## config.mk

```make
export PLATFORM = sky130hd
export DESIGN_NAME = pgwr_engine
export DESIGN_NICKNAME = d
export VERILOG_FILES = /design/src/rtl/pgwr_pkg.sv /design/src/rtl/pgwr_wp_guard.sv /design/src/rtl/pgwr_page_buf.sv /design/src/rtl/pgwr_commit_seq.sv /design/src/rtl/pgwr_engine.sv
export SDC_FILE = /design/constraint.sdc
export NUM_CORES = 1
export LEC_CHECK = 0
export ABC_AREA = 1
export BUFFER_PORTS_ARGS = -buffer_cell sky130_fd_sc_hd__buf_2
export CAP_MARGIN = 20
export CORE_ASPECT_RATIO = 1.2
export CORE_MARGIN = 1
export CORE_UTILIZATION = 50
export DETAILED_ROUTE_END_ITERATION = 8
export GPL_TIMING_DRIVEN = 0
export PLACE_DENSITY = 0.79
export SLEW_MARGIN = 20
export SYNTH_ARGS = -nofsm -noshare
export SYNTH_HDL_FRONTEND = slang
export SYNTH_SLANG_ARGS = --single-unit
```

## constraint.sdc

```tcl
create_clock -name clk -period 2.1 [get_ports clk]
set_clock_uncertainty 0.1 [all_clocks]
set_input_delay 0.105 -clock clk [delete_from_list [all_inputs] [get_ports clk]]
set_output_delay 0.105 -clock clk [all_outputs]
set_load 0.05 [all_outputs]
```

## src/rtl/pgwr_pkg.sv

```systemverilog
package pgwr_pkg;

    typedef enum logic [1:0] {
        PH_IDLE  = 2'd0,
        PH_DRAIN = 2'd1,
        PH_HOLD  = 2'd2
    } phase_e;

    // total busy span of one committed cycle: one drain slot per column plus hold
    function automatic int unsigned busy_span(int unsigned page, int unsigned hold);
        return page + hold;
    endfunction

endpackage

```

## src/rtl/pgwr_wp_guard.sv

```systemverilog
module pgwr_wp_guard (
    input  logic clk,
    input  logic rst,
    input  logic live,
    input  logic xfer_start,
    input  logic addr_load,
    input  logic wp_in,
    output logic prot
);
    logic window;

    always_ff @(posedge clk) begin
        if (rst) begin
            window <= 1'b0;
            prot   <= 1'b0;
        end else if (live) begin
            if (xfer_start) begin
                window <= 1'b1;
                prot   <= wp_in;
            end else if (window) begin
                prot <= prot | wp_in;
                if (addr_load)
                    window <= 1'b0;
            end
        end
    end
endmodule

```

## src/rtl/pgwr_page_buf.sv

```systemverilog
module pgwr_page_buf #(
    parameter int ADDR_W = 8,
    parameter int COL_W  = 4,
    parameter int DATA_W = 8
) (
    input  logic                    clk,
    input  logic                    rst,
    input  logic                    live,
    input  logic                    open_txn,
    input  logic                    end_txn,
    input  logic                    flush,
    input  logic                    addr_load,
    input  logic [ADDR_W-1:0]       addr_in,
    input  logic                    data_stb,
    input  logic [DATA_W-1:0]       data_in,
    input  logic                    accept,
    input  logic [COL_W-1:0]        rd_idx,
    output logic [ADDR_W-COL_W-1:0] row,
    output logic [(1<<COL_W)-1:0]   fill_mask,
    output logic [DATA_W-1:0]       rd_data,
    output logic                    ack_valid,
    output logic                    ack_ok
);
    localparam int ROW_W = ADDR_W - COL_W;
    localparam int PAGE  = 1 << COL_W;

    logic [COL_W-1:0]  col;
    logic              have_addr;
    logic [DATA_W-1:0] entry [PAGE];
    logic              take;

    assign take    = data_stb && accept && have_addr;
    assign rd_data = entry[rd_idx];

    always_ff @(posedge clk) begin
        if (rst) begin
            row       <= '0;
            col       <= '0;
            have_addr <= 1'b0;
            fill_mask <= '0;
            ack_valid <= 1'b0;
            ack_ok    <= 1'b0;
        end else begin
            ack_valid <= data_stb;
            ack_ok    <= take;
            if (flush)
                fill_mask <= '0;
            if (live && (open_txn || end_txn))
                have_addr <= 1'b0;
            if (live && addr_load) begin
                row       <= addr_in[ADDR_W-1:COL_W];
                col       <= addr_in[COL_W-1:0];
                have_addr <= 1'b1;
            end
            if (take) begin
                fill_mask[col] <= 1'b1;
                col            <= col + 1'b1;
            end
        end
    end

    always_ff @(posedge clk) begin
        if (take)
            entry[col] <= data_in;
    end

    logic [ROW_W-1:0] unused_row_w;
    assign unused_row_w = '0;
endmodule

```

## src/rtl/pgwr_commit_seq.sv

```systemverilog
module pgwr_commit_seq
    import pgwr_pkg::*;
#(
    parameter int COL_W     = 4,
    parameter int WR_CYCLES = 1000000
) (
    input  logic             clk,
    input  logic             rst,
    input  logic             go,
    output phase_e           phase,
    output logic [COL_W-1:0] idx,
    output logic             done
);
    localparam int CNT_W = $clog2(WR_CYCLES + 1);
    localparam logic [CNT_W-1:0] HOLD_LAST = CNT_W'(WR_CYCLES - 1);

    logic [CNT_W-1:0] cnt;

    assign done = (phase == PH_HOLD) && (cnt == HOLD_LAST);

    always_ff @(posedge clk) begin
        if (rst) begin
            phase <= PH_IDLE;
            idx   <= '0;
            cnt   <= '0;
        end else begin
            unique case (phase)
                PH_IDLE: begin
                    idx <= '0;
                    if (go)
                        phase <= PH_DRAIN;
                end
                PH_DRAIN: begin
                    idx <= idx + 1'b1;
                    if (&idx) begin
                        phase <= PH_HOLD;
                        cnt   <= '0;
                    end
                end
                PH_HOLD: begin
                    if (cnt == HOLD_LAST)
                        phase <= PH_IDLE;
                    else
                        cnt <= cnt + 1'b1;
                end
                default: phase <= PH_IDLE;
            endcase
        end
    end
endmodule

```

## src/rtl/pgwr_engine.sv

```systemverilog
module pgwr_engine
    import pgwr_pkg::*;
#(
    parameter int ADDR_W    = 8,
    parameter int COL_W     = 4,
    parameter int DATA_W    = 8,
    parameter int WR_CYCLES = 1000000
) (
    input  logic              clk,
    input  logic              rst,
    input  logic              xfer_start,
    input  logic              wp_in,
    input  logic              addr_load,
    input  logic [ADDR_W-1:0] addr_in,
    input  logic              data_stb,
    input  logic [DATA_W-1:0] data_in,
    input  logic              stop_evt,
    input  logic              stop_after_ack,
    output logic              ack_valid,
    output logic              ack_ok,
    output logic              mem_we,
    output logic [ADDR_W-1:0] mem_addr,
    output logic [DATA_W-1:0] mem_wdata,
    output logic              busy
);
    localparam int ROW_W = ADDR_W - COL_W;
    localparam int PAGE  = 1 << COL_W;

    phase_e            phase;
    logic [COL_W-1:0]  idx;
    logic              done;
    logic              prot;
    logic              live;
    logic              go;
    logic              discard;
    logic              flush;
    logic [ROW_W-1:0]  row;
    logic [PAGE-1:0]   fill_mask;

    assign busy    = (phase != PH_IDLE);
    assign live    = !busy;
    assign go      = live && stop_evt && stop_after_ack && !prot && (|fill_mask);
    assign discard = live && (xfer_start || (stop_evt && !go));
    assign flush   = discard || done;

    pgwr_wp_guard u_guard (
        .clk        (clk),
        .rst        (rst),
        .live       (live),
        .xfer_start (xfer_start),
        .addr_load  (addr_load),
        .wp_in      (wp_in),
        .prot       (prot)
    );

    pgwr_page_buf #(
        .ADDR_W (ADDR_W),
        .COL_W  (COL_W),
        .DATA_W (DATA_W)
    ) u_buf (
        .clk       (clk),
        .rst       (rst),
        .live      (live),
        .open_txn  (xfer_start),
        .end_txn   (stop_evt),
        .flush     (flush),
        .addr_load (addr_load),
        .addr_in   (addr_in),
        .data_stb  (data_stb),
        .data_in   (data_in),
        .accept    (live && !prot),
        .rd_idx    (idx),
        .row       (row),
        .fill_mask (fill_mask),
        .rd_data   (mem_wdata),
        .ack_valid (ack_valid),
        .ack_ok    (ack_ok)
    );

    pgwr_commit_seq #(
        .COL_W     (COL_W),
        .WR_CYCLES (WR_CYCLES)
    ) u_seq (
        .clk   (clk),
        .rst   (rst),
        .go    (go),
        .phase (phase),
        .idx   (idx),
        .done  (done)
    );

    assign mem_we   = (phase == PH_DRAIN) && fill_mask[idx];
    assign mem_addr = {row, idx};
endmodule

```

# After elaboration in Yosys (flattened, before gate mapping)
# Memories as Yosys holds them, arrays and structs flattened. A register that Yosys moved wholly into a read port is not among the register bits.
# Index checks and enable logic that the tools add are counted.
# totals
inputBits,24
mem_count,1
latch_bits,0
register_bits,55
mem_bits_ro,0
mem_bits_rw,128
# memory_table
memory,words,width,read_ports,rd_ports_with_merged_regs,write_ports,line_no,text
u_buf.entry,16,8,1,1,1,pgwr_page_buf.sv:29,logic [DATA_W-1:0] entry [PAGE];
# op_classes
n_eq_ne,7
div_mod_pow,0
n_mux,28
bitwise_logic,3
add_sub_neg,3
order_cmp,3
mul,0
n_shift,0
n_reduce_logical,32
# op_table
op,count
two-way mux 16 bit,3
two-way mux 20 bit,2
one-hot mux 20 bit (2 select lines),1
adder 20 x 1 -> 20 bit (second input constant),1
equality test 20 bit (second input constant),1
two-way mux 4 bit,4
bitwise OR 16 bit,1
OR reduction 16 bit,1
logical AND 1 bit,14
nonzero test 2 bit,6
two-way mux 1 bit,11
< comparator 4 x 5 -> 1 bit (second input constant),2
adder 4 x 1 -> 4 bit (second input constant),2
one-hot mux 4 bit (2 select lines),1
two-way mux 2 bit,3
inequality test 2 bit (second input constant),3
one-hot mux 2 bit (3 select lines),1
AND reduction 3 bit,2
binary-select mux 1 bit (select 4 bit),1
demux 1 bit (select 4 bit),1
>= comparator 4 x 1 -> 1 bit (second input constant),1
AND reduction 4 bit,1
zero test 1 bit,3
logical OR 1 bit,3
7 further kinds,7

# Depth between registers and ports, before layout
# Gate-level depths: netlist of the first run.
# logic_depth
ltp_word,15
depth_mapped,11
mapped_depth_nobuf,11

# By module
# A second synthesis of the first run with hierarchy kept.
# hier_totals
hier_cells,1033
area_unflattened_um2,8854.7
# by_module_without_submodules
module,cells_per_inst,instances,seq_area_each_um2,area_per_inst_um2
pgwr_page_buf,675,1,4384.2,6716.4
pgwr_commit_seq,265,1,520.5,1704.1
pgwr_engine,79,1,0.0,340.3
pgwr_wp_guard,14,1,40.0,93.8

# Worst setup path before layout of the first run
# Ideal clock, no wire load.
# synth_timing
kind,reg-to-output
startpoint,register u_seq.idx[0]
endpoint,output port mem_we
path_stages_with_launch,8
arrival_time_ns,2.113
path_slack_ns,-0.218
required_time_ns,1.895
path_cell_list,dfxtp_1 -> buf_2 -> inv_1 -> clkbuf_1 -> nor2_1 -> o211ai_1 -> nand3_1 -> a21oi_1
# synth_between
elab_chain_cells,3
# synth_lines
item,line_no,text
"start, declared",pgwr_commit_seq.sv:11,"output logic [COL_W-1:0] idx,"
"start signal, assigned",pgwr_commit_seq.sv:34,idx <= idx + 1'b1;
binary-select mux 1 bit (select 4 bit),pgwr_engine.sv:92,assign mem_we = (phase == PH_DRAIN) && fill_mask[idx];
two-way mux 1 bit (implied by the code),pgwr_engine.sv:92,
logical AND 1 bit,pgwr_engine.sv:92,
"end, declared",pgwr_engine.sv:21,"output logic mem_we,"
# Every way passes these cells. The select of a mux whose other input is x is not followed.

==> out/metrics.cfg, run 1 <==
[detailed_routing]
finalWirelength_um = 24100
drc_errors = 0
drtPass1Iterations = 6
detail-route-antenna-nets = 0
initialDrtViolationCount = 735
post_drt_via_cell_ratio = 6.02
avgRoutedWirePerCell_um = 20.6
via_count = 7044

[synth]
post_synth_inst_count = 842
ys_warn_count = 0
avgSynthCellArea_sq_um = 9.67
synth.cell_area_sq_um = 8140
mappedNetlistNets = 876
share_of_flip_flops_with_an_asynchronous_set_or_reset_pct = 0
ys_seq_area_share_pct = 61.7
number_of_enable_type_register_cells_in_the_synthesized_netlist = 128
netlist-cell-type-count = 34
synth-main-ff-cell = sky130_fd_sc_hd__edfxtp_1
ys_seq_elements = 187

[sta]
rsz0062_at_grt = yes
setup_total_negative_slack_ps = -135
worst_slew_margin_rel_pct = 64.7
fin_crit_sh_pct = 104
clock.fmax_mhz = 458
finalWorstSetupSlack_ps = -84.4
hold_slack_ps = -20.3
report.final.hold_viol_count = 2
worst_pin_slew_ps = 530
timing_max_transition_violations_final = 0
finalWorstPathRequiredPeriod_ps = 2180
setup_viol = 5

[critical_path]
crit-reg2reg-capture = u_buf.fill_mask[2]
critical_path.slowest_cell = sky130_fd_sc_hd__dfxtp_4
worst_path_largest_cell_delay_ps = 410
cell_breakdown_of_the_critical_path = inv_6, clkbuf_8, o21ai_0, o221ai_2, nand3_2, nand2_2, buf_8
worst_reg2reg_path_length_in_cells = 10
cp_data_arrival_time_ps = 1980
sort_of_element_at_the_start_of_the_critical_path = flop
timing.critical_path.required_ps = 1890
timing.critical_path.max_delay_family = compound AO/OA/AOI/OAI gates
crit-reg2reg-launch = u_seq.phase[0]
setup.reg_to_reg.worst_slack_ps = 70
worst-path-buf-inv = 3
timing_worst_setup_path_type = flop to primary output
critical_path_peak_fanout = 10
cp-end-kind = primary output

[die]
die_h_um = 142
dieArea_sq_um = 16800
width_of_the_die_um = 118
rows = 50
core-area_sq_um = 15800
floorplan.initialDensity_pct = 51.6
ioPinCount = 44

[finish]
post_route_cells_drive_above_1_share_pct = 21.3
finalNetCount = 984
layout-area-overhead-vs-synth_pct = 28.3
insertedDiodeCount = 0

[cts]
ctsLongestPathBuffers = 2
htree_num_levels = 4
tritoncts_num_sinks = 187
clock_insertion_delay_worst_skew_ps = 450
cts_tree = built
clkSlewWorstSetupHoldPaths_ps = 80
clock-root-buffer = sky130_fd_sc_hd__clkbuf_16
tritoncts.num_buffers = 17

[min_path]
hold_path.startpoint = addr_load
worst_hold_path_type = input port to flop
worstHoldPathCells = 3
min_to = u_buf.have_addr

[outcome]
violations = hold timing, setup timing
run_status = complete, but fails checks

[grt]
track_usage_pct = 28.8
grt_pass1_vias = 6733
antenna_violations_before_repair = 0
wire_length_of_the_first_global_routing_pass_um = 36300
grt-ovfl-total = 0
grt_start_max_net_pins = 18

[placement]
port_buffers = 42
gp_routability_congestion = 0.912
dp_hpwl_um = 13300

[power_and_ir_drop]
ir_drop_v = 0.000769
leakagePower_uw = 0.00372
power_density_nw_per_um2 = 1020

[job]
timing.max_cap.violations = 0

==> registers in the layout, indices dropped and copies added, names as in the netlist, named ones only <==
| register | cells |
|---|---|
| u_guard.window | 1 |
| u_buf.row | 4 |
| u_buf.have_addr | 1 |
| u_seq.phase | 2 |
| u_buf.fill_mask | 16 |
| u_buf.ack_ok | 1 |
| u_guard.prot | 1 |
| u_buf.col | 4 |
| u_seq.idx | 4 |
| u_buf.ack_valid | 1 |
| u_buf.entry | 128 |
| u_seq.cnt | 20 |
==> repair_timing <==
item | in CTS | in global routing
pin swaps | 26 | 27
gates cloned | 1 | 3
hold buffers | 21 | 0
hold endpoints to repair | 141 | 0
setup endpoints to repair | 153 | 164
resized for setup | 129 | 86
buffers inserted | 24 | 0
==> synth_stat cells (all sizes together) (7+ instances only) <==
master | n | area (sq um)
nor2 | 173 | 667
edfxtp | 128 | 3840
nand2 | 102 | 388
o21ai | 82 | 410
inv | 72 | 270
nand3 | 68 | 345
dfxtp | 59 | 1180
a21oi | 35 | 175
clkbuf | 29 | 109
o221ai | 25 | 219
o211ai | 14 | 105
ha | 10 | 125
buf | 8 | 55.1
nand4 | 8 | 71.3
nor3 | 8 | 40.0
o22ai | 7 | 43.8
==> power breakdown <==
| group | switching (uW) | total, uW | internal [uW] |
|---|---|---|---|
| registers | 124 | 4200 | 4070 |
| logic | 2110 | 3170 | 1060 |
| clock network | 1510 | 3280 | 1770 |
==> stage by stage <==
step           utilization (%)  worst slack, ps  instances  instance area, sq um  total power [uW]
5_1_grt                   66.2             -127       1171                 10400             11000
4_1_cts                   64.5            -99.1       1168                 10200             10100
3_5_place_dp              54.7             -601       1092                  8620              6590
6_report                  66.2            -84.4       1171                 10400             10600
3_3_place_gp              54.7             -629       1092                  8620              6530
2_1_floorplan                -             41.0        842                  8150              5880
==> cell usage in the layout (no fill, tap or decap), types with 9 or more instances in the layout <==
master,count
sky130_fd_sc_hd__buf_12,14
sky130_fd_sc_hd__dlygate4sd3_1,21
sky130_fd_sc_hd__inv_1,66
sky130_fd_sc_hd__o21ai_2,9
sky130_fd_sc_hd__buf_2,35
sky130_fd_sc_hd__nor2_1,149
sky130_fd_sc_hd__o21ai_1,16
sky130_fd_sc_hd__o221ai_1,14
sky130_fd_sc_hd__nand2_1,90
sky130_fd_sc_hd__clkbuf_16,21
sky130_fd_sc_hd__nand3_1,65
sky130_fd_sc_hd__dfxtp_1,54
sky130_fd_sc_hd__nor2_4,18
sky130_fd_sc_hd__a21oi_1,34
sky130_fd_sc_hd__o21ai_0,56
sky130_fd_sc_hd__o221ai_2,11
sky130_fd_sc_hd__nand2_2,10
sky130_fd_sc_hd__buf_4,15
sky130_fd_sc_hd__edfxtp_1,128
sky130_fd_sc_hd__ha_1,10
sky130_fd_sc_hd__buf_8,12
sky130_fd_sc_hd__o211ai_1,14
==> kinds of logic after synthesis <==
| family | count (synthesis) | share of synthesized area [%] |
|---|---|---|
| AO/OA/AOI/OAI | 169 | 12.2 |
| XOR/XNOR | 2 | 0.215 |
| adder cells (fa/ha/maj) | 10 | 1.54 |
| buffers and inverters | 112 | 5.47 |
| flip-flops | 187 | 61.7 |
| AND/OR/NAND/NOR | 362 | 18.8 |
==> final cells by class <==
type	count	area (sq um)
Buffer	35	359
Clock buffer	20	468
Clock inverter	12	121
Fill cell	1093	5320
Inverter	75	295
Multi-Input combinational cell	543	2980
Sequential cell	187	5040
Tap cell	208	260
Timing Repair Buffer	91	917
==> how the worst max path moves through the flow <==
stage / startpoint / end / slack, ps / cells past startpoint
after global routing: flop / mem_wdata[1] / -130 / 7
after CTS: u_seq.phase[0] / u_buf.entry[6][3] / -100 / 8
final: flop / mem_wdata[1] / -80 / 7
after floorplan: u_seq.idx[0] / mem_we / 40 / 7
after detailed placement: u_seq.phase[0] / u_buf.entry[3][6] / -600 / 7
after global placement: u_seq.phase[0] / u_buf.entry[7][6] / -630 / 7
==> per-layer routing <==
| metal | global-route usage, % | vias up | wire, um |
|---|---|---|---|
| met1 | 33.6 | 3319 | 8860 |
| met2 | 49.6 | 483 | 11700 |
| li1 | - | 3147 | - |
| met3 | 5.95 | 95 | 2210 |
| met5 | 0 | - | 0 |
| met4 | 16.3 | 0 | 1280 |
==> worst reg2reg max path, delay by kind of cell (launching register included) <==
kind	cells	cell delay, ps
and+or+nand+nor	3	510
buffers and inverters	5	690
AOI/OAI and AO/OA	1	170
DFF	1	320
adders and majority gates	1	160
Power figures use the tool's default switching activity.
==> inputs of run 2 (changes only) <==
--- a/config.mk
+++ b/config.mk
@@ -8,7 +8,6 @@
 export ABC_AREA = 1
 export BUFFER_PORTS_ARGS = -buffer_cell sky130_fd_sc_hd__buf_2
 export CAP_MARGIN = 20
-export CORE_ASPECT_RATIO = 1.2
 export CORE_MARGIN = 1
 export CORE_UTILIZATION = 50
 export DETAILED_ROUTE_END_ITERATION = 8
==> run 2 against run 1 <==
Effect of this change:
- the flow finishes with violations (setup timing)
- global-route usage shrank 0.055 points
- flip-flop and latch count stayed put
- via count shrank 1.1%
- wire length shrank 2.7%
- worst hold slack improved by 52 ps
- maximum frequency shrank 0.74%
- utilization down 0.76 points
- total power fell by 2.8%
- first-iteration DRC count rose by 25%
- critical path type unchanged
==> out/metrics.cfg, run 2 (synthesis gave the netlist of run 1 again) <==
[finish]
final_common_cell = sky130_fd_sc_hd__nor2_1
largest_register_ff_count = 128  ; unchanged
layout-area-overhead-vs-synth_pct = 27.8
post_route_cells_drive_above_1_share_pct = 19.9  ; -1.4 points
registers.top_by_ff_count = u_buf.entry
insertedDiodeCount = 0  ; unchanged
layout.cells.most_common_list = 149 x sky130_fd_sc_hd__nor2_1, 128 x sky130_fd_sc_hd__edfxtp_1, 96 x sky130_fd_sc_hd__nand2_1, 67 x sky130_fd_sc_hd__nand3_1, 65 x sky130_fd_sc_hd__inv_1
finalCoreUtilization_pct = 65.5  ; -0.76 points
biggestRegsByFlops = u_buf.entry x128, u_seq.cnt x20, u_buf.fill_mask x16
nFillCells = 1185  ; +8.4%
seq_area_sq_um = 5030  ; -0.15%
finalNetCount = 986  ; +0.20%
multiInputGateArea_sq_um = 2920  ; -2.2%

[sta]
report.final.hold_viol_count = 0  ; -2
rsz0062_at_grt = yes
hold_slack_ps = 32.2  ; +52.5 ps
finalWorstPathRequiredPeriod_ps = 2200  ; +16.2 ps
worst_slew_margin_rel_pct = 62.6  ; -2.1 points
timing_max_transition_violations_final = 0  ; unchanged
finalWorstSetupSlack_ps = -101  ; -16.2 ps
worst_pin_slew_ps = 562  ; +31.8 ps
fin_crit_sh_pct = 105  ; +0.77 points
clock.fmax_mhz = 454  ; -0.74%
setup_viol = 3  ; -2

[cts]
clock_insertion_delay_worst_skew_ps = 430  ; -20 ps
clock-root-buffer = sky130_fd_sc_hd__clkbuf_16
htree_num_levels = 4  ; unchanged
cts_tree = built
tritoncts.num_buffers = 17  ; unchanged
ctsLongestPathBuffers = 2  ; unchanged
tritoncts_num_sinks = 187  ; unchanged
clkSlewWorstSetupHoldPaths_ps = 70  ; about the same

[critical_path]
critical_path.slowest_cell = sky130_fd_sc_hd__dfxtp_4
critical_path_peak_fanout = 7  ; -3
setup.reg_to_reg.worst_slack_ps = 110  ; +40 ps
sort_of_element_at_the_start_of_the_critical_path = flop
cp-end-kind = primary output
worst-path-buf-inv = 3  ; unchanged
cell_breakdown_of_the_critical_path = buf_12, clkbuf_16, o21ai_0, o22ai_1, o211ai_1, nand2_1, buf_6
critPathCapture = mem_wdata[5]
crit_path_depth = 7  ; unchanged
timing.critical_path.max_delay_family = compound AO/OA/AOI/OAI gates
cp_data_arrival_time_ps = 2000  ; +20 ps
timing.critical_path.required_ps = 1890  ; about the same
crit-reg2reg-capture = u_buf.fill_mask[10]
timing_worst_setup_path_type = flop to primary output
worst_path_largest_cell_delay_ps = 370  ; -40 ps
crit-reg2reg-launch = u_seq.phase[0]
worst_reg2reg_path_length_in_cells = 10  ; unchanged

[power_and_ir_drop]
power_density_nw_per_um2 = 995  ; -2.4%
leakagePower_uw = 0.00370  ; -0.52%
ir_drop_v = 0.000780  ; +1.5%

[detailed_routing]
finalWirelength_um = 23500  ; -2.7%
post_drt_via_cell_ratio = 5.90  ; -2.0%
initialDrtViolationCount = 920  ; +25%
avgRoutedWirePerCell_um = 19.9  ; -3.5%
drtPass1Iterations = 5  ; -1
detail-route-antenna-nets = 0  ; unchanged
via_count = 6964  ; -1.1%
drc_errors = 0  ; unchanged

[placement]
port_buffers = 42  ; unchanged
dp_hpwl_um = 13400  ; +0.79%
gp_routability_congestion = 0.909  ; -0.25%

[die]
ioPinCount = 44  ; unchanged
rows = 46  ; -8.0%
dieArea_sq_um = 16800  ; about the same
core-area_sq_um = 15900  ; +0.76%
floorplan.initialDensity_pct = 51.3  ; -0.39 points
width_of_the_die_um = 130  ; +9.4%
die_h_um = 130  ; -8.6%

[grt]
grt_start_max_net_pins = 17  ; -1
grt-ovfl-total = 0  ; unchanged
track_usage_pct = 28.7  ; -0.055 points
wire_length_of_the_first_global_routing_pass_um = 35600  ; -1.8%
antenna_violations_before_repair = 0  ; unchanged
grt_pass1_vias = 6631  ; -1.5%

[outcome]
run_status = complete, but fails checks
violations = setup timing

[min_path]
worst_hold_path_type = input port to flop

[job]
timing.max_cap.violations = 0  ; unchanged

## run 2: final cells by class
class,instances,share of cell area (%)
Tap cell,216,2.60
Multi-Input combinational cell,543,28.0
Timing Repair Buffer,92,8.89
Sequential cell,187,48.4
Buffer,36,3.84
Clock buffer,22,4.78
Inverter,75,2.86
Clock inverter,10,0.625
## run 2: routing by layer
layer,global-route usage (%),wire [um]
met4,13.1,758
met1,36.2,8990
met2,47.1,11500
met3,6.81,2200
met5,0,0
## run 2: where the power goes
group | switching, uW | internal [uW] | leakage [uW]
clock network | 1360 | 1680 | 0.000262
registers | 109 | 4070 | 0.00163
logic | 2060 | 1070 | 0.00180
total | 3530 | 6820 | 0.00370
## run 2: worst min path at each step
stage                          start                 end  slack [ps]  cells after the start
after floorplan           data_in[0]   u_buf.entry[0][0]         100                      0
after global placement      data_stb     u_buf.ack_valid         240                      3
after detailed placement    data_stb     u_buf.ack_valid         240                      3
after CTS                 data_in[2]  u_buf.entry[15][2]           4                      1
after global routing      data_in[2]   u_buf.entry[1][2]          20                      1
final                     data_in[2]   u_buf.entry[1][2]          30                      1
## run 2: repair_timing
| action | in CTS | in global routing |
|---|---|---|
| pin swaps | 24 | 19 |
| hold buffers | 21 | 0 |
| cloned | 1 | 3 |
| endpoints found under the setup margin | 153 | 171 |
| endpoints found under the hold margin | 111 | 0 |
| resized for setup | 130 | 67 |
| buffers inserted | 23 | 2 |
## run 2: stage by stage
stage	setup slack (ps)	total power [uW]	instance area, sq um	std cells	setup TNS, ps
final	-101	10300	10400	1181	-127
after global placement	-531	6520	8630	1100	-55440
after floorplan	41.0	5880	8150	842	0
after detailed placement	-556	6580	8630	1100	-61120
after global routing	-130	10700	10400	1181	-403
after CTS	-4.32	9960	10200	1177	-4.32
## run 2: worst register-to-register path, cell delays in order (launching register included)
cell	delay, ps
sky130_fd_sc_hd__dfxtp_1	310
sky130_fd_sc_hd__inv_1	130
sky130_fd_sc_hd__ha_1	160
sky130_fd_sc_hd__clkbuf_4	200
sky130_fd_sc_hd__nand3_1	80
sky130_fd_sc_hd__nor2_1	140
sky130_fd_sc_hd__nand3_1	90
sky130_fd_sc_hd__nand2_1	210
sky130_fd_sc_hd__buf_4	230
sky130_fd_sc_hd__nand3_1	80
sky130_fd_sc_hd__a21oi_1	190
